<file path="config.mk">
export PLATFORM = sky130hd
export DESIGN_NAME = hs_bridge
export DESIGN_NICKNAME = d
export VERILOG_FILES = /design/src/rtl/hs_pkg.sv /design/src/rtl/hs_sync.sv /design/src/rtl/hs_fsm.sv /design/src/rtl/hs_monitor.sv /design/src/rtl/hs_bridge.sv
export SDC_FILE = /design/constraint.sdc
export NUM_CORES = 1
export LEC_CHECK = 0
export BUFFER_PORTS_ARGS = -buffer_cell sky130_fd_sc_hd__buf_2
export CORE_UTILIZATION = 59
export DETAILED_ROUTE_END_ITERATION = 7
export GPL_ROUTABILITY_DRIVEN = 0
export PLACE_DENSITY = 0.8
export SLEW_MARGIN = 15
export SYNTH_ARGS = -nofsm -noshare
export SYNTH_HDL_FRONTEND = slang
export SYNTH_HIERARCHICAL = 1
export SYNTH_SLANG_ARGS = --single-unit
</file>
<file path="constraint.sdc">
create_clock -name clk -period 4.01 [get_ports clk]
set_input_delay 0.802 -clock clk [delete_from_list [all_inputs] [get_ports clk]]
set_output_delay 0.802 -clock clk [all_outputs]
set_load 0.01 [all_outputs]
</file>
<file path="src/rtl/hs_pkg.sv">
// Package: shared state encoding and output decode for the handshake bridge.
// Assumes: outputs are a pure function of the state, so they are registered
// together with it.
package hs_pkg;

    typedef enum logic [3:0] {
        S_IDLE,
        S_RD_STB,
        S_RD_DATA,
        S_RD_ACK,
        S_RD_DROP,
        S_RD_RET,
        S_WR_EN,
        S_WR_STB,
        S_WR_XOFF,
        S_WR_ACK,
        S_WR_RET
    } hs_state_e;

    typedef struct packed {
        logic strobe;
        logic xcvr;
        logic ack;
    } hs_out_t;

    // Output levels held in each state.
    function automatic hs_out_t hs_decode(input hs_state_e st);
        hs_out_t o;
        o = '0;
        case (st)
            S_RD_STB:  o = '{strobe: 1'b1, xcvr: 1'b0, ack: 1'b0};
            S_RD_DATA: o = '{strobe: 1'b1, xcvr: 1'b1, ack: 1'b0};
            S_RD_ACK:  o = '{strobe: 1'b1, xcvr: 1'b1, ack: 1'b1};
            S_RD_DROP: o = '{strobe: 1'b1, xcvr: 1'b0, ack: 1'b1};
            S_WR_EN:   o = '{strobe: 1'b0, xcvr: 1'b1, ack: 1'b0};
            S_WR_STB:  o = '{strobe: 1'b1, xcvr: 1'b1, ack: 1'b0};
            S_WR_XOFF: o = '{strobe: 1'b1, xcvr: 1'b0, ack: 1'b0};
            S_WR_ACK:  o = '{strobe: 1'b1, xcvr: 1'b0, ack: 1'b1};
            default:   o = '0;
        endcase
        return o;
    endfunction

endpackage

</file>
<file path="src/rtl/hs_sync.sv">
// Module: multi-stage flop synchronizer for a bundle of independent inputs.
// Assumes: each bit changes slowly compared with the clock. The bits are
// not related to each other (no bus coherency is implied).
module hs_sync #(
    parameter int WIDTH  = 3,
    parameter int STAGES = 2
) (
    input  logic             clk,
    input  logic             rst_n,
    input  logic [WIDTH-1:0] din,
    output logic [WIDTH-1:0] dout
);

    logic [STAGES-1:0][WIDTH-1:0] stage_q;

    // Shift the raw inputs through the stage chain.
    always_ff @(posedge clk) begin
        if (!rst_n) begin
            stage_q <= '0;
        end else begin
            stage_q[0] <= din;
            for (int i = 1; i < STAGES; i++) begin
                stage_q[i] <= stage_q[i-1];
            end
        end
    end

    assign dout = stage_q[STAGES-1];

endmodule

</file>
<file path="src/rtl/hs_fsm.sv">
// Module: read/write sequencer. It walks both handshakes, including the
// return-to-zero phases.
// Assumes: inputs are already synchronized. The return states are kept apart
// from idle by the state register, not by the external lines.
module hs_fsm
    import hs_pkg::*;
(
    input  logic clk,
    input  logic rst_n,
    input  logic rd_s,
    input  logic wr_s,
    input  logic ack_s,
    output logic dev_strobe,
    output logic xcvr_en,
    output logic bus_ack
);

    hs_state_e state_q, state_d;
    hs_out_t   out_d;

    // Next-state choice for each phase of both cycles.
    always_comb begin
        state_d = state_q;
        case (state_q)
            S_IDLE: begin
                if (!ack_s && rd_s && !wr_s)      state_d = S_RD_STB;
                else if (!ack_s && wr_s && !rd_s) state_d = S_WR_EN;
            end
            S_RD_STB:  if (ack_s)  state_d = S_RD_DATA;
            S_RD_DATA:             state_d = S_RD_ACK;
            S_RD_ACK:  if (!rd_s)  state_d = S_RD_DROP;
            S_RD_DROP:             state_d = S_RD_RET;
            S_RD_RET:  if (!ack_s) state_d = S_IDLE;
            S_WR_EN:               state_d = S_WR_STB;
            S_WR_STB:  if (ack_s)  state_d = S_WR_XOFF;
            S_WR_XOFF:             state_d = S_WR_ACK;
            S_WR_ACK:  if (!wr_s)  state_d = S_WR_RET;
            S_WR_RET:  if (!ack_s) state_d = S_IDLE;
            default:               state_d = S_IDLE;
        endcase
    end

    assign out_d = hs_decode(state_d);

    // Register the state and its decoded outputs together.
    always_ff @(posedge clk) begin
        if (!rst_n) begin
            state_q    <= S_IDLE;
            dev_strobe <= 1'b0;
            xcvr_en    <= 1'b0;
            bus_ack    <= 1'b0;
        end else begin
            state_q    <= state_d;
            dev_strobe <= out_d.strobe;
            xcvr_en    <= out_d.xcvr;
            bus_ack    <= out_d.ack;
        end
    end

    AST_RESET_CLEAR: assert property (@(posedge clk)
        !rst_n |=> (!dev_strobe && !xcvr_en && !bus_ack));

    AST_READ_XCVR_AFTER_ACK: assert property (@(posedge clk) disable iff (!rst_n)
        ($rose(xcvr_en) && dev_strobe) |-> $past(ack_s));

    AST_ACK_UNDER_STROBE: assert property (@(posedge clk) disable iff (!rst_n)
        $rose(bus_ack) |-> dev_strobe);

    AST_STROBE_ALONE: assert property (@(posedge clk) disable iff (!rst_n)
        $rose(dev_strobe) |-> (xcvr_en == $past(xcvr_en)));

    AST_RETURN_TOGETHER: assert property (@(posedge clk) disable iff (!rst_n)
        $fell(dev_strobe) |-> $fell(bus_ack));

    AST_STROBE_WAITS_ACK_LOW: assert property (@(posedge clk) disable iff (!rst_n)
        $rose(dev_strobe) |-> !$past(ack_s));

    AST_NO_START_ON_CLASH: assert property (@(posedge clk) disable iff (!rst_n)
        (state_q == S_IDLE && rd_s && wr_s) |=> (state_q == S_IDLE));

endmodule

</file>
<file path="src/rtl/hs_monitor.sv">
// Module: sticky protocol checker for the master and device sides.
// Assumes: the device acknowledge may move only in answer to a strobe change
// (rise under a high strobe, fall under a low strobe).
module hs_monitor (
    input  logic clk,
    input  logic rst_n,
    input  logic rd_s,
    input  logic wr_s,
    input  logic ack_s,
    input  logic dev_strobe,
    output logic proto_err
);

    logic ack_prev_q;
    logic clash;
    logic stray_rise;
    logic stray_fall;

    assign clash      = rd_s && wr_s;
    assign stray_rise = ack_s && !ack_prev_q && !dev_strobe;
    assign stray_fall = !ack_s && ack_prev_q && dev_strobe;

    // Track the previous acknowledge and latch any violation.
    always_ff @(posedge clk) begin
        if (!rst_n) begin
            ack_prev_q <= 1'b0;
            proto_err  <= 1'b0;
        end else begin
            ack_prev_q <= ack_s;
            if (clash || stray_rise || stray_fall) proto_err <= 1'b1;
        end
    end

    AST_ERR_STICKY: assert property (@(posedge clk) disable iff (!rst_n)
        proto_err |=> proto_err);

    AST_ERR_ON_CLASH: assert property (@(posedge clk) disable iff (!rst_n)
        clash |=> proto_err);

    AST_ERR_ON_STRAY_ACK: assert property (@(posedge clk) disable iff (!rst_n)
        (stray_rise || stray_fall) |=> proto_err);

endmodule

</file>
<file path="src/rtl/hs_bridge.sv">
// Module: top of the four-phase handshake bridge between a bus master and a
// slow device.
// Assumes: the inputs are asynchronous and go through SYNC_STAGES flops.
// All outputs are registered.
module hs_bridge #(
    parameter int SYNC_STAGES = 2
) (
    input  logic clk,
    input  logic rst_n,
    input  logic rd_req,
    input  logic wr_req,
    input  logic dev_ack,
    output logic bus_ack,
    output logic dev_strobe,
    output logic xcvr_en,
    output logic proto_err
);

    localparam int N_IN = 3;

    logic [N_IN-1:0] raw_in;
    logic [N_IN-1:0] sync_in;

    assign raw_in = {dev_ack, wr_req, rd_req};

    hs_sync #(.WIDTH(N_IN), .STAGES(SYNC_STAGES)) u_sync (
        .clk   (clk),
        .rst_n (rst_n),
        .din   (raw_in),
        .dout  (sync_in)
    );

    hs_fsm u_fsm (
        .clk        (clk),
        .rst_n      (rst_n),
        .rd_s       (sync_in[0]),
        .wr_s       (sync_in[1]),
        .ack_s      (sync_in[2]),
        .dev_strobe (dev_strobe),
        .xcvr_en    (xcvr_en),
        .bus_ack    (bus_ack)
    );

    hs_monitor u_mon (
        .clk        (clk),
        .rst_n      (rst_n),
        .rd_s       (sync_in[0]),
        .wr_s       (sync_in[1]),
        .ack_s      (sync_in[2]),
        .dev_strobe (dev_strobe),
        .proto_err  (proto_err)
    );

endmodule

</file>
# Word level (Yosys, flattened, before mapping)
# Memories as Yosys holds them, arrays and structs flattened. A register that Yosys moved wholly into a read port is not among the register bits.
# Cells that the tools add are included.
# totals
rom_bits,48
reg_bits,12
memories,1
wordCells,43
# memory_table
memory,depth,word_bits,read_ports,rd_clocked_by_memory_dff,write_ports,line,text
(name not given),16,3,1,1,0,hs_pkg.sv:30,case (st)
# op_classes
mux,8
n_reduce_logical,19
eq_ne,10
# ops
cell,n
case mux 4 bit (10 select lines),1
two-way mux 4 bit,7
"== test 4 x 3 -> 1 bit, second input constant",4
"== test 4 bit, second input constant",3
logical AND 1 bit,9
"== test 4 x 2 -> 1 bit, second input constant",2
zero test 1 bit,6
"== test 4 x 1 -> 1 bit, second input constant",1
zero test 4 bit,1
logical OR 1 bit,2
OR reduction 2 bit,1

# Logic depth before layout (Yosys ltp)
# Gate-level depths: netlist (run 1).
# depth
depth_word,6
depth_mapped,10

# Hierarchy
# The synthesis (run 1) kept the hierarchy.
# by_module_without_submodules
module,area_per_inst_um2,instances,cells_per_inst
hs_fsm,584.3,1,71
hs_sync,180.2,1,15
hs_monitor,77.6,1,8

# Worst setup path before layout (run 1)
# Ideal clock, no wire load.
# synth_timing
path_kind,register to register
startpoint,reg u_fsm.state_q[2]
endpoint,reg u_fsm.dev_strobe
required_ns,3.924
arrival_ns,1.831
path_stages_with_launch,11
period_less_slack_ns,1.916
setup_time_ns,0.086
n_path_buf,1
setup_slack_ns,2.094
cell_sequence,dfxtp_1 > buf_6 > nor2b_1 > nor2_1 > nor2_1 > nor4_2 > inv_1 > ha_1 > o21ai_0 > a21bo_2 > a211oi_1
# synth_between
elab_chain_len,3
elab_cells_between_ends,20
cone_classes,10 x eq/ne; 8 x mux; 2 x reduce/logical
# synth_rtl
element,line,text
from (decl),hs_fsm.sv:18,"hs_state_e state_q, state_d;"
from (signal assigned),hs_fsm.sv:53,state_q <= state_d;
"== test 4 x 3 -> 1 bit, or another cell as far along",hs_fsm.sv:24,case (state_q)
OR reduction 2 bit (no source line) or two-way mux 4 bit (tied branches),n/a,
case mux 4 bit (10 select lines) *,hs_fsm.sv:24,
to (decl),hs_fsm.sv:13,"output logic dev_strobe,"
# Mark *: on every way between the ends. The rest lies on a longest branch, timed or not.
# A chain may end at the register's enable or synchronous reset.

# Worst setup path in the final report (run 1)
# layout_timing
startpoint,reg u_fsm.state_q[3]
endpoint,reg u_fsm.dev_strobe
# The elaborated chain is that of the path after synthesis.

==> results_dict.tcl, run 1 <==
set metrics [dict create \
    status "completed" \
    cts_sinks 15 \
    synth.distinct_cells 32 \
    setup-violations-final 0 \
    drive_gt1_share_pct 18.2 \
    hold_viol 0 \
    critPathMaxFanout 10 \
    antenna_left 0 \
    peakVddDrop_uv 205 \
    cts_repair_resize_count 0 \
    power.switching_uw 95.0 \
    max_freq_ghz 0.447 \
    grt_pass1_vias 472 \
    tns_ns 0 \
    drv_slew 0 \
    post_cts_buffers 0 \
    multi_input_area_um2 457 \
    syn2layout_area_growth_pct 2.97 \
    yosys.area_share.simple_pct 29.6 \
    rows 13 \
    cts.path.max_buffers 2 \
    port_buffers 8 \
    comb_power_share_pct 20.3 \
    core_area_mm2 0.00132 \
    synth.area.mux_share_pct 1.19 \
    grt_first_pass_wirelength_um 2170 \
    slowest_delay_ns 0.55 \
    place_hpwl_um 1090 \
    synth_flop_cell "dfxtp_1" \
    drv_cap 0 \
    antenna_cells 0 \
    yosysTopAreaCell "dfxtp_1" \
    viasPerCell 5.53 \
    track_usage_pct 21.2 \
    dr.pass1.iters 4 \
    p_int_uw 230 \
    cp-start-kind "flop" \
    path_clk_slew_ns 0.09 \
    cts_made_buffers 3 \
    syn-num-nets 102 \
    synthXorXnorAreaFrac_pct 0 \
    clk-insertion-delay-late_ns 0.28 \
    cts-root-buf "clkbuf_4" \
    syn_area_per_cell_um2 8.96 \
    ctsHoldBuffers 0 \
    crit_top_cell "nor2_1" \
    p_seq_share_pct 53.6 \
    synth_area_leaders "dfxtp_1 (36%), and2_1 (7.4%), buf_4 (4.5%)" \
    skew_ns 0.00410 \
    synth_compound_gate_area_share_pct 19.0 \
    swShare_pct 29.2 \
    ys_seq_area_share_pct 35.7 \
    drtIter0Drc 31 \
    wl_per_cell_um 13.3 \
    die_y_um 39.8 \
    power.density_mw_per_mm2 375 \
    netlist_instances 94 \
    worstSetupPathType "flop to flop" \
    worstPathArrival_ns 2.44 \
    die_width_um 39.8 \
    fin_util_pct 65.8 \
    p_leak_uw 0.000363 \
    async_reset_ff_share_pct 0 \
    grt_overflow 0 \
    ys.warnings.count 6 \
    worst_slew_pin_slew_ns 0.417 \
    finalNetCount 108 \
    htree_levels 1 \
    grt_max_degree 16 \
    synth-edff-count 0 \
    slew_headroom_pct 72.0 \
    clockPowerShare_pct 26.1 \
    cp_cell_sequence "nor2b_1 > nor2_1 > nor2_1 > nor4_2 > inv_1 > ha_1 > o21ai_0 > a21bo_2 > a211oi_1" \
    ios 9 \
    period_share_pct 55.7 \
    slowest_stage "dfxtp_1" \
    dieArea_mm2 0.00158 \
    path_buf_inv 1 \
    synth_top_family_by_area "simple AND/OR/NAND/NOR gates" \
    cp_top_family "simple AND/OR/NAND/NOR gates" \
    routed_wl_um 1510 \
    synth_top_area_share_pct 35.7 \
    cts_tree "yes" \
    n_fill_cell 108 \
    grt_setup_unrepaired "no" \
    drcViolationCount 0 \
    antenna_found_initial 0 \
    cp-end-kind "flop" \
    worstPathRequired_ns 4.22 \
    synth-seq-cells 15 \
    synth_area_um2 842 \
    min_period_ns 2.23 \
    vias 630 \
    seqCellArea_um2 300 \
    hp-class "flop to flop" \
    initial_core_util_pct 63.9 \
    synth_adder_area_share_pct 4.46 \
]
## layout by cell type, fill, tap and decap left out, types with 2 or more instances in the layout
cell	synthesis	layout
dfxtp_1	15	15
a31oi_1	3	3
nand2b_1	4	4
clkbuf_4	0	3
inv_1	4	4
a21oi_1	6	6
nor2_1	5	5
buf_2	0	8
nand2_1	3	3
nand3b_1	2	2
o21ai_0	7	7
a21o_1	4	4
and2_1	10	10
nor3b_1	2	2
ha_1	3	3
nor2b_1	3	3
## metrics by stage
step	cells	total power, uW	area [um^2]	hold WS [ns]	worst slack, ns
after floorplan	94	227	842	0.412	2.09
after global placement	110	239	841	0.414	1.89
after detailed placement	110	242	841	0.419	1.82
after CTS	114	326	867	0.438	1.77
after global routing	114	343	867	0.451	1.58
final	114	325	867	0.437	1.78
## flip-flops by register name, indices dropped and copies added (netlist names)
register          count
u_fsm/xcvr_en         1
u_mon/ack_prev_q      1
u_sync/stage_q        3
u_mon/proto_err       1
u_fsm/dev_strobe      1
u_fsm/bus_ack         1
u_fsm/state_q         4
u_sync/dout           3
## per-layer routing
metal | track usage, % | vias to the layer above | wire length (um)
met5 | 0 | - | 0
met4 | 10.3 | 0 | 24
met3 | 1.70 | 2 | 81
met2 | 34.4 | 21 | 715
met1 | 27.8 | 281 | 690
li1 | - | 326 | -
## power by group through the flow
stage          Sequential [uW]  Clock (uW)  Combinational, uW
4_1_cts                    174        87.2               65.1
3_5_place_dp               178           0               64.3
2_1_floorplan              172           0               55.1
3_3_place_gp               177           0               62.5
6_report                   174        85.0               66.0
5_1_grt                    175        92.5               74.7
## area by class of cell
cell class	count	share of cell area [%]
inverter	6	2.89
tap	15	2.16
timing repair buffer	8	4.62
sequential	15	34.6
clock buffer	4	3.03
multi-input combinational	66	52.7
## worst reg2reg max path: cells and delay by family, from the launching register on
kind | cells | cell delay, ns
buffers and inverters | 1 | 0.13
and+or+nand+nor | 4 | 0.75
DFF | 1 | 0.55
adders and majority gates | 1 | 0.30
AOI/OAI and AO/OA | 3 | 0.43
## logic make-up after synthesis
family | count (synthesis)
compound gates | 24
fa+ha+maj | 3
buf+inv | 13
mux | 1
simple gates | 38
flops | 15
## cells in the mapped netlist, types with 2 or more instances
cell type / count
nor2b_1: 3
o21ai_0: 7
nor2_1: 5
nand3b_1: 2
dfxtp_1: 15
and2_1: 10
a21oi_1: 6
nand2b_1: 4
a31oi_1: 3
buf_6: 2
nor3b_1: 2
inv_1: 4
a21o_1: 4
buf_4: 5
ha_1: 3
nand2_1: 3
## final timing paths
check                                from                     endpoint  slack (ns)  cells after the start
min reg2reg  u_sync/stage_q[0]$_SDFF_PN0_    u_sync/dout[0]$_SDFF_PN0_        0.44                      1
min          u_sync/stage_q[0]$_SDFF_PN0_    u_sync/dout[0]$_SDFF_PN0_        0.44                      1
max reg2reg   u_fsm/state_q[3]$_SDFF_PN0_  u_fsm/dev_strobe$_SDFF_PN0_        1.78                      9
max           u_fsm/state_q[3]$_SDFF_PN0_  u_fsm/dev_strobe$_SDFF_PN0_        1.78                      9
No activity file was read; power rests on OpenSTA's default activity.
==> run 2: changes to the inputs <==
--- a/config.mk
+++ b/config.mk
@@ -5,11 +5,12 @@
 export SDC_FILE = /design/constraint.sdc
 export NUM_CORES = 1
 export LEC_CHECK = 0
+export ABC_AREA = 1
 export BUFFER_PORTS_ARGS = -buffer_cell sky130_fd_sc_hd__buf_2
-export CORE_UTILIZATION = 59
+export CORE_UTILIZATION = 55
 export DETAILED_ROUTE_END_ITERATION = 7
 export GPL_ROUTABILITY_DRIVEN = 0
-export PLACE_DENSITY = 0.8
+export PLACE_DENSITY = 0.75
 export SLEW_MARGIN = 15
 export SYNTH_ARGS = -nofsm -noshare
 export SYNTH_HDL_FRONTEND = slang
==> constraint.sdc (replaced) <==
create_clock -name clk -period 2.15 [get_ports clk]
set_input_delay 0.43 -clock clk [delete_from_list [all_inputs] [get_ports clk]]
set_output_delay 0.43 -clock clk [all_outputs]
set_load 0.01 [all_outputs]
==> run 2 against run 1 <==
Net effect:
- clock power grew 81%
- cell count up 37%
- fmax is 16% higher
- via count is 13% higher
- global-route usage rose by 1.4 points
- synthesized cell count up 39%
- die area increased by 7.0%
- hold slack worse by 0.11 ns
- clock-buffer cell count unchanged
- critical path depth up 3
- combinational power rose to 9.8 times the previous value
- register-to-register slack got worse by 1.5 ns
- largest cell class unchanged
- highest routed layer unchanged
==> results_dict.tcl, run 2 <==
set metrics [dict create \
    status "completed" \
    netlist_instances 131 \
    initial_core_util_pct 61.7 \
    path_clk_slew_ns 0.08 \
    slew_headroom_pct 81.5 \
    max_freq_ghz 0.521 \
    place_hpwl_um 1180 \
    ctsHoldBuffers 0 \
    drv_cap 0 \
    final_cell_mix "nand2_1 (41), inv_1 (23), dfxtp_1 (15)" \
    cp-end-kind "flop" \
    yosysTopAreaCell "dfxtp_1" \
    routed_wl_um 1490 \
    grt_pass1_vias 600 \
    grt_setup_unrepaired "no" \
    p_leak_uw 0.000542 \
    largest_reg_flops 4 \
    wl_per_cell_um 9.55 \
    hold_path_depth 3 \
    worst_slew_pin_slew_ns 0.277 \
    dieArea_mm2 0.00169 \
    async_reset_ff_share_pct 0 \
    die_y_um 41.2 \
    final_common_cell "nand2_1" \
    synth_top_area_share_pct 35.6 \
    antenna_left 0 \
    syn-num-nets 139 \
    antenna_found_initial 0 \
    rows 13 \
    largest-register "u_fsm/state_q" \
    synth-seq-cells 15 \
    ios 9 \
    reg2regPathDepth 12 \
    worstPathRequired_ns 2.37 \
    hold_start "wr_req" \
    antenna_cells 0 \
    setup-violations-final 0 \
    tns_ns 0 \
    dr.pass1.iters 4 \
    ys.warnings.count 6 \
    grt_first_pass_wirelength_um 2380 \
    cp-start-kind "flop" \
    r2r_slack_ns 0.23 \
    min_period_ns 1.92 \
    min_to "u_sync/stage_q[1]$_SDFF_PN0_" \
    track_usage_pct 22.6 \
    rr_startpoint "u_fsm/state_q[1]$_SDFF_PN0_" \
    r2r-end "u_fsm/dev_strobe$_SDFF_PN0_" \
    period_share_pct 89.3 \
    finalPower_uw 1190 \
    cts-root-buf "clkbuf_4" \
    skew_ns 0.00336 \
    synth_flop_cell "dfxtp_1" \
    syn_area_per_cell_um2 6.44 \
    core_area_mm2 0.00137 \
    htree_levels 1 \
    clk-insertion-delay-late_ns 0.28 \
    synthMostInstantiatedCell "nand2_1" \
    hp-class "input port to flop" \
    n_fill_cell 120 \
    syn2layout_area_growth_pct 8.31 \
    cts_repair_resize_count 0 \
    post_cts_buffers 0 \
    vias 713 \
    critPathMaxFanout 7 \
    cts_made_buffers 3 \
    drive_gt1_share_pct 21.3 \
    ys_seq_area_share_pct 35.6 \
    worstPathArrival_ns 2.14 \
    power.density_mw_per_mm2 1300 \
    synth_area_leaders "dfxtp_1 (36%), nand2_1 (18%), inv_1 (10%)" \
    grt_overflow 0 \
    synth.distinct_cells 20 \
    drv_slew 0 \
    synth_area_um2 843 \
    drtIter0Drc 17 \
    drcViolationCount 0 \
    finalNetCount 150 \
    cts_tree "yes" \
    synth_common_cells "nand2_1 (41), inv_1 (23), dfxtp_1 (15)" \
    cts_sinks 15 \
    port_buffers 8 \
    peakVddDrop_uv 900 \
    cts.path.max_buffers 2 \
    grt_max_degree 11 \
    synth-edff-count 0 \
    hold_viol 0 \
    worstSetupPathType "flop to flop" \
    viasPerCell 4.57 \
    die_width_um 41.2 \
]
[run 2: cell count changes after synthesis, sizes merged, moves of 4 or more]
cell    delta
a21o       -4
a31oi      -4
and2      -10
buf        -4
inv       +23
nand2     +42
nand2b     -4
nand3      +7
nor2      +12
o21ai      -4
[run 2: cell type report]
type | instances | area [um^2] | share of cell area [%]
Clock buffer | 4 | 26.3 | 2.88
Multi-Input combinational cell | 84 | 412 | 45.1
Inverter | 29 | 109 | 11.9
Sequential cell | 15 | 300 | 32.9
Tap cell | 15 | 18.8 | 2.05
Timing Repair Buffer | 9 | 47.5 | 5.21
[run 2: critical path, cell delays in order, from the launching register on]
cell and delay [ns]:
dfxtp_1 0.48, nor2_1 0.13, nand3_1 0.13, inv_1 0.05, nor2_1 0.10, nand2_1 0.06
nor2_2 0.15, inv_1 0.10, ha_1 0.28, inv_1 0.03, a21oi_1 0.15, nand2_1 0.09
a21oi_2 0.11
[run 2: report_power, final]
part	total, uW	internal (uW)	leakage (uW)	switching (uW)
clock network	154	72.0	0.0000150	82.0
logic	647	237	0.000404	411
registers	386	333	0.000123	52.9
[run 2: logic make-up (layout without fill, tap and decap cells)]
group	Yosys count	in the layout	synth area share [%]
fa+ha+maj	3	3	4.45
buf+inv	32	42	15.6
compound gates	8	8	5.64
simple gates	73	73	38.7
flops	15	15	35.6
[run 2: worst max-delay path by stage]
stage                                           start                          end  slack [ns]  cells past startpoint
after detailed placement  u_fsm/state_q[1]$_SDFF_PN0_  u_fsm/dev_strobe$_SDFF_PN0_        0.27                     14
final                     u_fsm/state_q[1]$_SDFF_PN0_  u_fsm/dev_strobe$_SDFF_PN0_        0.23                     12
after floorplan           u_fsm/state_q[1]$_SDFF_PN0_  u_fsm/dev_strobe$_SDFF_PN0_        0.51                     12
after global placement    u_fsm/state_q[1]$_SDFF_PN0_  u_fsm/dev_strobe$_SDFF_PN0_        0.35                     12
after CTS                 u_fsm/state_q[1]$_SDFF_PN0_  u_fsm/dev_strobe$_SDFF_PN0_        0.25                     14
after global routing      u_fsm/state_q[1]$_SDFF_PN0_  u_fsm/dev_strobe$_SDFF_PN0_        0.06                     14
[run 2: per-layer routing]
| metal | routed length, um | track usage (%) | vias to the layer above | share of wire [%] |
|---|---|---|---|---|
| li1 | - | - | 405 | - |
| met1 | 750 | 27.0 | 300 | 50 |
| met2 | 689 | 35.2 | 6 | 46 |
| met3 | 36 | 8.15 | 2 | 2.4 |
| met4 | 14 | 12.1 | 0 | 0.94 |
| met5 | 0 | 0 | - | 0 |
[run 2: per-stage QoR]
stage               instances  utilization [%]  cell area [um^2]  hold slack [ns]  setup slack [ns]
floorplan                 131                -               843            0.390             0.507
global route              156             66.8               913            0.315            0.0585
global placement          152             64.9               887            0.398             0.354
finish                    156             66.8               913            0.326             0.231
CTS                       156             66.8               913            0.314             0.251
detailed placement        152             64.9               887            0.398             0.272
